`src/rtl/sram_ctrl_pkg.sv`:
```
package sram_ctrl_pkg;

    typedef enum logic [2:0] {
        ST_IDLE,
        ST_TURN,
        ST_WSET,
        ST_WPUL,
        ST_WHLD,
        ST_WREC,
        ST_RACC
    } ctrl_state_e;

    function automatic int unsigned ns_to_cyc(input int unsigned ns, input int unsigned period);
        int unsigned c;
        c = (ns + period - 1) / period;
        if (c < 1) c = 1;
        return c;
    endfunction

    function automatic int unsigned max_u(input int unsigned a, input int unsigned b);
        return (a > b) ? a : b;
    endfunction

endpackage

```
`src/rtl/sram_phase_cnt.sv`:
```
module sram_phase_cnt #(
    parameter int unsigned CW = 3
) (
    input  logic          clk,
    input  logic          rst_n,
    input  logic          load,
    input  logic [CW-1:0] load_val,
    output logic          at_zero
);
    typedef struct packed {
        logic [CW-1:0] cnt;
    } cnt_regs_t;

    cnt_regs_t r_d, r_q;

    always_comb begin
        r_d = r_q;
        if (load) begin
            r_d.cnt = load_val;
        end else if (r_q.cnt != '0) begin
            r_d.cnt = r_q.cnt - 1'b1;
        end
    end

    always_ff @(posedge clk or negedge rst_n) begin
        if (!rst_n) r_q <= '0;
        else        r_q <= r_d;
    end

    assign at_zero = (r_q.cnt == '0);

    // a zero count stays at zero until the next load
    assert_cnt_parks_R2: assert property (@(posedge clk) disable iff (!rst_n)
        (at_zero && !load) |=> at_zero);

endmodule

```
`src/rtl/sram_turn_guard.sv`:
```
module sram_turn_guard #(
    parameter int unsigned OHZ_CYC = 3,
    localparam int unsigned TW = $clog2(OHZ_CYC + 1)
) (
    input  logic clk,
    input  logic rst_n,
    input  logic rd_done,
    output logic turn_ok_next
);
    typedef struct packed {
        logic [TW-1:0] left;
    } turn_regs_t;

    turn_regs_t r_d, r_q;

    always_comb begin
        r_d = r_q;
        if (rd_done) begin
            r_d.left = TW'(OHZ_CYC);
        end else if (r_q.left != '0) begin
            r_d.left = r_q.left - 1'b1;
        end
    end

    always_ff @(posedge clk or negedge rst_n) begin
        if (!rst_n) r_q <= '0;
        else        r_q <= r_d;
    end

    // the following cycle has no outstanding turnaround
    assign turn_ok_next = (r_q.left <= TW'(1));

    // right after a read finishes the bus may not be driven next cycle
    assert_turn_blocks_R7: assert property (@(posedge clk) disable iff (!rst_n)
        rd_done |=> (OHZ_CYC < 2) || !turn_ok_next);

endmodule

```
`src/rtl/sram_rd_capture.sv`:
```
module sram_rd_capture #(
    parameter int unsigned DW = 8
) (
    input  logic          clk,
    input  logic          rst_n,
    input  logic          cap_en,
    input  logic [DW-1:0] din,
    output logic          rsp_valid,
    output logic [DW-1:0] rsp_data
);
    typedef struct packed {
        logic          valid;
        logic [DW-1:0] data;
    } cap_regs_t;

    cap_regs_t r_d, r_q;

    always_comb begin
        r_d       = r_q;
        r_d.valid = cap_en;
        if (cap_en) r_d.data = din;
    end

    always_ff @(posedge clk or negedge rst_n) begin
        if (!rst_n) r_q <= '0;
        else        r_q <= r_d;
    end

    assign rsp_valid = r_q.valid;
    assign rsp_data  = r_q.data;

    // response strobe lasts one cycle per read
    assert_rsp_single_R5: assert property (@(posedge clk) disable iff (!rst_n)
        rsp_valid |=> !rsp_valid);

    // the presented byte holds between captures
    assert_rsp_hold_R5: assert property (@(posedge clk) disable iff (!rst_n)
        !$past(cap_en) |-> $stable(rsp_data));

endmodule

```
`src/rtl/sram_bus_ctrl.sv`:
```
module sram_bus_ctrl
    import sram_ctrl_pkg::*;
#(
    parameter int unsigned ADDR_W        = 13,
    parameter int unsigned DATA_W        = 8,
    parameter int unsigned CLK_PERIOD_NS = 10,
    parameter int unsigned T_WC_NS       = 70,
    parameter int unsigned T_WP_NS       = 50,
    parameter int unsigned T_DW_NS       = 35,
    parameter int unsigned T_RC_NS       = 70,
    parameter int unsigned T_AA_NS       = 70,
    parameter int unsigned T_OE_NS       = 45,
    parameter int unsigned T_OHZ_NS      = 30
) (
    input  logic              clk,
    input  logic              rst_n,
    input  logic              req_valid,
    output logic              req_ready,
    input  logic              req_write,
    input  logic [ADDR_W-1:0] req_addr,
    input  logic [DATA_W-1:0] req_wdata,
    output logic              rsp_valid,
    output logic [DATA_W-1:0] rsp_rdata,
    output logic [ADDR_W-1:0] mem_addr,
    output logic              mem_sel_n,
    output logic              mem_sel,
    output logic              mem_we_n,
    output logic              mem_oe_n,
    output logic [DATA_W-1:0] mem_dq_out,
    output logic              mem_dq_oe,
    input  logic [DATA_W-1:0] mem_dq_in
);
    localparam int unsigned WC_CYC    = ns_to_cyc(T_WC_NS, CLK_PERIOD_NS);
    localparam int unsigned WP_CYC    = ns_to_cyc(T_WP_NS, CLK_PERIOD_NS);
    localparam int unsigned DS_CYC    = ns_to_cyc(T_DW_NS, CLK_PERIOD_NS);
    localparam int unsigned RC_CYC    = ns_to_cyc(T_RC_NS, CLK_PERIOD_NS);
    localparam int unsigned AA_CYC    = ns_to_cyc(T_AA_NS, CLK_PERIOD_NS);
    localparam int unsigned OE_CYC    = ns_to_cyc(T_OE_NS, CLK_PERIOD_NS);
    localparam int unsigned OHZ_CYC   = ns_to_cyc(T_OHZ_NS, CLK_PERIOD_NS);
    localparam int unsigned PULSE_CYC = max_u(WP_CYC, DS_CYC);
    localparam int unsigned REC_CYC   = (WC_CYC > PULSE_CYC + 2) ? (WC_CYC - PULSE_CYC - 2) : 0;
    localparam int unsigned RD_CYC    = max_u(RC_CYC, max_u(AA_CYC, OE_CYC));
    localparam int unsigned CNT_MAX   = max_u(max_u(PULSE_CYC, RD_CYC), max_u(REC_CYC, 1));
    localparam int unsigned CW        = $clog2(CNT_MAX + 1);
    localparam int unsigned GW        = $clog2(OHZ_CYC + 1);
    localparam int unsigned REC_LOAD  = (REC_CYC > 0) ? (REC_CYC - 1) : 0;

    typedef struct packed {
        ctrl_state_e       state;
        logic [ADDR_W-1:0] addr;
        logic [DATA_W-1:0] wdata;
    } ctrl_regs_t;

    ctrl_regs_t r_d, r_q;

    logic          cnt_load;
    logic [CW-1:0] cnt_val;
    logic          cnt_zero;
    logic          cap_en;
    logic          rd_done;
    logic          turn_ok_next;

    sram_phase_cnt #(.CW(CW)) phase_cnt_i (
        .clk      (clk),
        .rst_n    (rst_n),
        .load     (cnt_load),
        .load_val (cnt_val),
        .at_zero  (cnt_zero)
    );

    sram_turn_guard #(.OHZ_CYC(OHZ_CYC)) turn_guard_i (
        .clk          (clk),
        .rst_n        (rst_n),
        .rd_done      (rd_done),
        .turn_ok_next (turn_ok_next)
    );

    sram_rd_capture #(.DW(DATA_W)) rd_capture_i (
        .clk       (clk),
        .rst_n     (rst_n),
        .cap_en    (cap_en),
        .din       (mem_dq_in),
        .rsp_valid (rsp_valid),
        .rsp_data  (rsp_rdata)
    );

    // next-state and sequencing
    always_comb begin
        r_d      = r_q;
        cnt_load = 1'b0;
        cnt_val  = '0;
        cap_en   = 1'b0;
        rd_done  = 1'b0;
        unique case (r_q.state)
            ST_IDLE: begin
                if (req_valid) begin
                    r_d.addr  = req_addr;
                    r_d.wdata = req_wdata;
                    if (req_write) begin
                        r_d.state = turn_ok_next ? ST_WSET : ST_TURN;
                    end else begin
                        r_d.state = ST_RACC;
                        cnt_load  = 1'b1;
                        cnt_val   = CW'(RD_CYC - 1);
                    end
                end
            end
            ST_TURN: begin
                if (turn_ok_next) r_d.state = ST_WSET;
            end
            ST_WSET: begin
                r_d.state = ST_WPUL;
                cnt_load  = 1'b1;
                cnt_val   = CW'(PULSE_CYC - 1);
            end
            ST_WPUL: begin
                if (cnt_zero) r_d.state = ST_WHLD;
            end
            ST_WHLD: begin
                if (REC_CYC > 0) begin
                    r_d.state = ST_WREC;
                    cnt_load  = 1'b1;
                    cnt_val   = CW'(REC_LOAD);
                end else begin
                    r_d.state = ST_IDLE;
                end
            end
            ST_WREC: begin
                if (cnt_zero) r_d.state = ST_IDLE;
            end
            ST_RACC: begin
                if (cnt_zero) begin
                    r_d.state = ST_IDLE;
                    cap_en    = 1'b1;
                    rd_done   = 1'b1;
                end
            end
            default: r_d.state = ST_IDLE;
        endcase
    end

    always_ff @(posedge clk or negedge rst_n) begin
        if (!rst_n) begin
            r_q.state <= ST_IDLE;
            r_q.addr  <= '0;
            r_q.wdata <= '0;
        end else begin
            r_q <= r_d;
        end
    end

    // strobe decode from the registered state
    logic selected;
    always_comb begin
        selected  = 1'b0;
        mem_we_n  = 1'b1;
        mem_oe_n  = 1'b1;
        mem_dq_oe = 1'b0;
        unique case (r_q.state)
            ST_WSET: begin selected = 1'b1; mem_dq_oe = 1'b1; end
            ST_WPUL: begin selected = 1'b1; mem_dq_oe = 1'b1; mem_we_n = 1'b0; end
            ST_WHLD: begin selected = 1'b1; mem_dq_oe = 1'b1; end
            ST_RACC: begin selected = 1'b1; mem_oe_n = 1'b0; end
            default: ;
        endcase
    end

    assign mem_sel_n  = !selected;
    assign mem_sel    = selected;
    assign mem_addr   = r_q.addr;
    assign mem_dq_out = r_q.wdata;
    assign req_ready  = (r_q.state == ST_IDLE);

    // checker: cycles since the output strobe was last low, saturating
    logic [GW-1:0] gap_q;
    always_ff @(posedge clk or negedge rst_n) begin
        if (!rst_n)                    gap_q <= GW'(OHZ_CYC);
        else if (!mem_oe_n)            gap_q <= '0;
        else if (gap_q < GW'(OHZ_CYC)) gap_q <= gap_q + 1'b1;
    end

    logic sel_act;
    assign sel_act = !mem_sel_n && mem_sel;


    assert_no_contention_R8: assert property (@(posedge clk) disable iff (!rst_n)
        mem_dq_oe |-> mem_oe_n);


    assert_we_safe_R8: assert property (@(posedge clk) disable iff (!rst_n)
        !mem_we_n |-> (sel_act && mem_oe_n && mem_dq_oe));

    // data still driven in the cycle the write strobe rises
    assert_dq_hold_R3: assert property (@(posedge clk) disable iff (!rst_n)
        $rose(mem_we_n) |-> (mem_dq_oe && sel_act));


    assert_turn_gap_R7: assert property (@(posedge clk) disable iff (!rst_n)
        $rose(mem_dq_oe) |-> (gap_q >= GW'(OHZ_CYC)));


    assert_ready_standby_R9: assert property (@(posedge clk) disable iff (!rst_n)
        req_ready |-> (mem_sel_n && !mem_sel && !mem_dq_oe && mem_we_n && mem_oe_n));


    assert_busy_after_accept_R6: assert property (@(posedge clk) disable iff (!rst_n)
        (req_valid && req_ready) |=> !req_ready);


    assert_addr_stable_R10: assert property (@(posedge clk) disable iff (!rst_n)
        (sel_act && $past(sel_act)) |-> $stable(mem_addr));


    assert_rsp_after_read_R5: assert property (@(posedge clk) disable iff (!rst_n)
        rsp_valid |-> $past(!mem_oe_n));

endmodule

```
`config.mk`:
```
export PLATFORM = sky130hd
export DESIGN_NAME = sram_bus_ctrl
export DESIGN_NICKNAME = d
export VERILOG_FILES = /design/src/rtl/sram_ctrl_pkg.sv /design/src/rtl/sram_phase_cnt.sv /design/src/rtl/sram_turn_guard.sv /design/src/rtl/sram_rd_capture.sv /design/src/rtl/sram_bus_ctrl.sv
export SDC_FILE = /design/constraint.sdc
export NUM_CORES = 1
export LEC_CHECK = 0
export BUFFER_PORTS_ARGS = -buffer_cell sky130_fd_sc_hd__buf_2
export CAP_MARGIN = 20
export CORE_ASPECT_RATIO = 1.2
export CORE_UTILIZATION = 49
export CTS_CLUSTER_SIZE = 40
export DETAILED_ROUTE_END_ITERATION = 10
export GPL_ROUTABILITY_DRIVEN = 0
export PLACE_DENSITY = 0.79
export REMOVE_ABC_BUFFERS = 1
export SLEW_MARGIN = 25
export SYNTH_ARGS = -nofsm -noshare
export SYNTH_HDL_FRONTEND = slang
export SYNTH_SLANG_ARGS = --single-unit
```
`constraint.sdc`:
```
create_clock -name clk -period 1.83 [get_ports clk]
set_input_delay 0.2745 -clock clk [delete_from_list [all_inputs] [get_ports clk]]
set_output_delay 0.2745 -clock clk [all_outputs]
set_load 0.02 [all_outputs]
```
# [Yosys cells after proc, flatten, opt, wreduce, memory -nomap -nowiden]
# Cells that the tools add are included.
[word_totals] reg_bits=38 in_bits=33 output_inout_bits=36 elab_cells=55
[op_classes] addsub=2 n_lt_le_gt_ge=1 eq_ne=10 muxes=23 n_reduce_logical=12
[op_table] op="2-to-1 mux 24 bit" count=1
[op_table] op="2-to-1 mux 3 bit" count=8
[op_table] op="case mux 3 bit (5 select lines)" count=1
[op_table] op="equality test 3 bit, second input constant" count=3
[op_table] op="2-to-1 mux 1 bit" count=8
[op_table] op="equality test 3 x 2 -> 1 bit, second input constant" count=2
[op_table] op="logical NOT 3 bit" count=2
[op_table] op="2-to-1 mux 2 bit" count=3
[op_table] op="inequality test 2 bit, second input constant" count=3
[op_table] op="case mux 3 bit (2 select lines)" count=1
[op_table] op="nonzero test 2 bit" count=3
[op_table] op="AND reduction 4 bit" count=1
[op_table] op="OR reduction 4 bit" count=1
[op_table] op="equality test 3 x 1 -> 1 bit, second input constant" count=1
[op_table] op="nonzero test 3 bit" count=1
[op_table] op="OR reduction 3 bit" count=1
[op_table] op="subtractor 3 x 1 -> 3 bit, second input constant" count=1
[op_table] op="<= comparator 2 x 1 -> 1 bit, second input constant" count=1
[op_table] op="inequality test 2 x 1 -> 1 bit, second input constant" count=1
[op_table] op="case mux 1 bit (2 select lines)" count=1
[op_table] op="AND reduction 2 bit" count=1
[op_table] op="OR reduction 2 bit" count=1
[op_table] op="subtractor 2 x 1 -> 2 bit, second input constant" count=1
[op_table] op="logical NOT 1 bit" count=1

# [Longest topological paths before layout]
[depth] word_depth=5 mapped_depth=6 ltp_nobuf=6

# [Modules after synthesis]
# Synthesis repeated with hierarchy kept, for this count alone.
[unflattened] hier_cells=152 area_unflattened_um2=2010.7
[modules_own_cells] mod="sram_bus_ctrl" instances=1 cells_each=102 area_per_inst_um2=1337.5 seq_area_each_um2=600.6
[modules_own_cells] mod="sram_rd_capture" instances=1 cells_each=18 area_per_inst_um2=356.6 seq_area_each_um2=225.2
[modules_own_cells] mod="sram_phase_cnt" instances=1 cells_each=21 area_per_inst_um2=200.2 seq_area_each_um2=75.1
[modules_own_cells] mod="sram_turn_guard" instances=1 cells_each=11 area_per_inst_um2=116.4 seq_area_each_um2=50.0

# [Worst setup path before layout]
# No wires, ideal clock.
[synth_timing] kind="reg2out" startpoint="reg r_q[23] (netlist bit)" endpoint="out mem_sel_n" arrival_time_ns=1.353 required_time_ns=1.556 slack_ns=0.202 path_stages_with_launch=4 n_path_buf=1 path_cell_list="dfrtp_1 > buf_2 > o21ai_0 > inv_1"
[synth_via] elab_chain_cells=4 word_cells_on_any_way=7 classes_between="4 x eq/ne; 1 x mux; 2 x reduce/logical"
[synth_lines] item="from (decl)" line="sram_bus_ctrl.sv:54" rtl="ctrl_regs_t r_d, r_q;"
[synth_lines] item="from (signal assigned)" line="sram_bus_ctrl.sv:148" rtl="r_q <= r_d;"
[synth_lines] item="equality test 3 bit / equality test 3 x 2 -> 1 bit (equally long branches)" line="sram_bus_ctrl.sv:159" rtl="unique case (r_q.state)"
[synth_lines] item="OR reduction 4 bit (no source line) (*)"
[synth_lines] item="2-to-1 mux 1 bit (*)" line="sram_bus_ctrl.sv:159"
[synth_lines] item="net mem_sel" line="sram_bus_ctrl.sv:26" rtl="output logic mem_sel,"
[synth_lines] item="logical NOT 1 bit (*)" line="sram_bus_ctrl.sv:168" rtl="assign mem_sel_n = !selected;"
[synth_lines] item="to (decl)" line="sram_bus_ctrl.sv:25" rtl="output logic mem_sel_n,"
# The timed path passes the listed nets; every way through them passes the cells marked *.

# [Worst setup path after layout]
[layout_timing] startpoint="reg r_q[21] (netlist bit)" endpoint="out mem_oe_n"
[layout_via] elab_chain_cells=2
[layout_lines] item="equality test 3 bit" line="sram_bus_ctrl.sv:159"
[layout_lines] item="2-to-1 mux 1 bit" line="sram_bus_ctrl.sv:159"
[layout_lines] item="to (decl)" line="sram_bus_ctrl.sv:28" rtl="output logic mem_oe_n,"
# Every way passes these cells.

==> reports/metrics.yaml <==
fin_nets: 237
reg2reg_from: "r_q[21]"
syn_area_sq_um: 1880
io_pins: 69
syn_area_per_cell_sq_um: 12.8
netSwitchingFraction: 0.416
p_switching_mw: 1.76
cts_tree: "built"
initial_core_util: 0.513
r2r_slack_ns: 0.19
drive_gt1_frac: 0.515
required_ns: 1.56
post-route-period-util: 0.933
viasPerCell: 4.92
max_cap_viol_count: 0
fillCellCount: 314
ys_seq_area_frac: 0.506
cts_buffers: 5
synth_top_area_frac: 0.506
status: "finished, final reports clean"
drt_iter0_markers: 20
crit_arrival_ns: 1.43
crit_path_start_kind: "flop"
critPathTopFamily: "simple AND/OR/NAND/NOR gates"
grt_pass1_wl_mm: 5.66
final-hold-violation-count: 0
antenna_found_initial: 0
syn_to_final_growth_pct: 17.8
tightest_slew_ns: 0.462
root_buffer: "clkbuf_8"
synthCells: 147
synth_most_common_cell: "dfrtp_1"
maxSlewHeadroom: 0.692
rows: 24
grt_start_max_net_pins: 39
ys_warn_count: 0
setup_viol: 0
pwr-share-seq: 0.362
critPathSlowestCell: "dfrtp_1"
synthArstFlopShare: 1.00
wl_mm: 3.35
cts_htree_levels: 2
netlist_top_cells_count: "dfrtp_1, buf_4, mux2_2"
cp_num_buf_inv: 1
num_vias: 1239
ir_drop_mv: 0.720
yosys-top-cells-area: "dfrtp_1, buf_4, mux2_2, mux2_4, mux2_1"
cts_sinks: 38
slowest_delay_ns: 0.44
rsz0062_at_grt: "false"
synth_enable_flop_cells: 0
wire_per_inst_um: 13.3
critical_path_class: "reg2out"
gr-total-overflow: 0
dieWidth_um: 58.5
ctsHoldBuffers: 0
fp.dieH_um: 69.8
clk_path_buf_depth: 2
yosysTopAreaCell: "dfrtp_1"
synth_seq_cells: 38
p_leak_nw: 1.12
ant_nets: 0
antenna-diode-count: 0
fmax_mhz: 585
maxSlewViolCount: 0
grtUsageTotal: 0.186
cp-end-kind: "output pin"
fp.coreArea_sq_um: 3660
grt_pass1_vias: 1260
drc_errors: 0
utilization: 0.605
clock_skew_ns: 0.00408
power.density_nw_per_um2: 1910
drt-pass1-iter-count: 4
worst-path-max-fanout: 4
clk_latency_ns: 0.28
min_period_ns: 1.71
clk_pin_slew_worst_paths_ns: 0.07
cts_setup_buffers: 0
power_frac_comb: 0.514
p_int_mw: 2.47
crit_path_start: "r_q[21]"
synth_flop_cell: "dfrtp_1"
io_buffers: 68
path_cells: "nand2b_1, or2_1, buf_2"
die-area_sq_um: 4090
hold_class: "in2async"
dpl.hpwl_mm: 2.57
ys_types: 33
finalPower_mw: 4.22
p_clk_frac: 0.125
flip-flops by register name, indices dropped and copies added, names as in the netlist:
signal and count:
phase_cnt_i.r_q 3, rd_capture_i.rsp_data 8, mem_dq_out 8, mem_addr 13
r_q 3, rd_capture_i.rsp_valid 1, turn_guard_i.r_q 2
placed cells by master (no fill, tap or decap), types with 2 or more instances in the layout:
cell / n
dfrtp_1: 37
a21oi_1: 3
inv_1: 5
nor2b_1: 4
nand2_1: 3
clkbuf_8: 5
mux2_1: 10
buf_2: 68
a31oi_1: 2
o21ai_0: 7
mux2_2: 12
nand3_1: 2
mux2_4: 8
nor2_1: 4
ha_1: 4
clkbuf_1: 2
buf_4: 4
mux2i_1: 2
logic make-up (layout without fill, tap and decap cells):
| family | Yosys count | after routing | share of synthesized area |
|---|---|---|---|
| mux | 32 | 32 | 0.206 |
| flops | 38 | 38 | 0.506 |
| xor+xnor | 1 | 1 | 0.00466 |
| simple gates | 23 | 23 | 0.0839 |
| fa+ha+maj | 5 | 5 | 0.0320 |
| buf+inv | 33 | 86 | 0.120 |
| compound gates | 15 | 15 | 0.0473 |
cell type report:
| cell class | instances | area (sq um) | share of cell area |
|---|---|---|---|
| multi-input cells | 76 | 706 | 0.319 |
| repair buffers | 73 | 390 | 0.176 |
| flip-flops and latches | 38 | 952 | 0.430 |
| inverters | 6 | 25.0 | 0.0113 |
| well taps | 52 | 65.1 | 0.0294 |
| clock buffers | 7 | 76.3 | 0.0345 |
metal layers:
| metal | GRT usage | share of wire |
|---|---|---|
| met2 | 0.315 | 0.53 |
| met3 | 0.0466 | 0.046 |
| met5 | 0 | 0 |
| met1 | 0.219 | 0.41 |
| met4 | 0.0794 | 0.016 |
path summary, 6_finish.rpt:
kind,cells after the start,end
max,3,mem_oe_n
min,2,mem_addr[0]
max reg2reg,4,rd_capture_i.rsp_data[1]
min reg2reg,1,mem_addr[0]
max in group asynchronous,2,r_q[22]
min in group clk,2,mem_dq_out[6]
metrics by stage:
step	TNS [ns]	hold WS (ns)	area, sq um	setup WS (ns)	cells
6_report	0	0.0300	2210	0.122	252
5_1_grt	0	0.0622	2210	0.0457	252
4_1_cts	0	0.0449	2210	0.0618	252
3_5_place_dp	0	0.352	2130	0.159	245
3_3_place_gp	0	0.348	2130	0.212	245
2_1_floorplan	-1.75	-0.0211	1680	-0.0961	120
power by group through the flow:
stage | clock network (mW) | registers (mW) | logic (mW)
final | 0.526 | 1.53 | 2.17
after global routing | 0.578 | 1.58 | 2.36
after CTS | 0.545 | 1.53 | 2.18
after detailed placement | 0 | 1.54 | 2.18
after global placement | 0 | 1.52 | 2.11
after floorplan | 0 | 1.94 | 1.02
what timing repair did:
item,CTS,global route
gates resized for setup,0,2
setup endpoints to repair,0,3
endpoints found under the hold margin,0,0
Note: power is estimated with default switching activity, not from simulation.
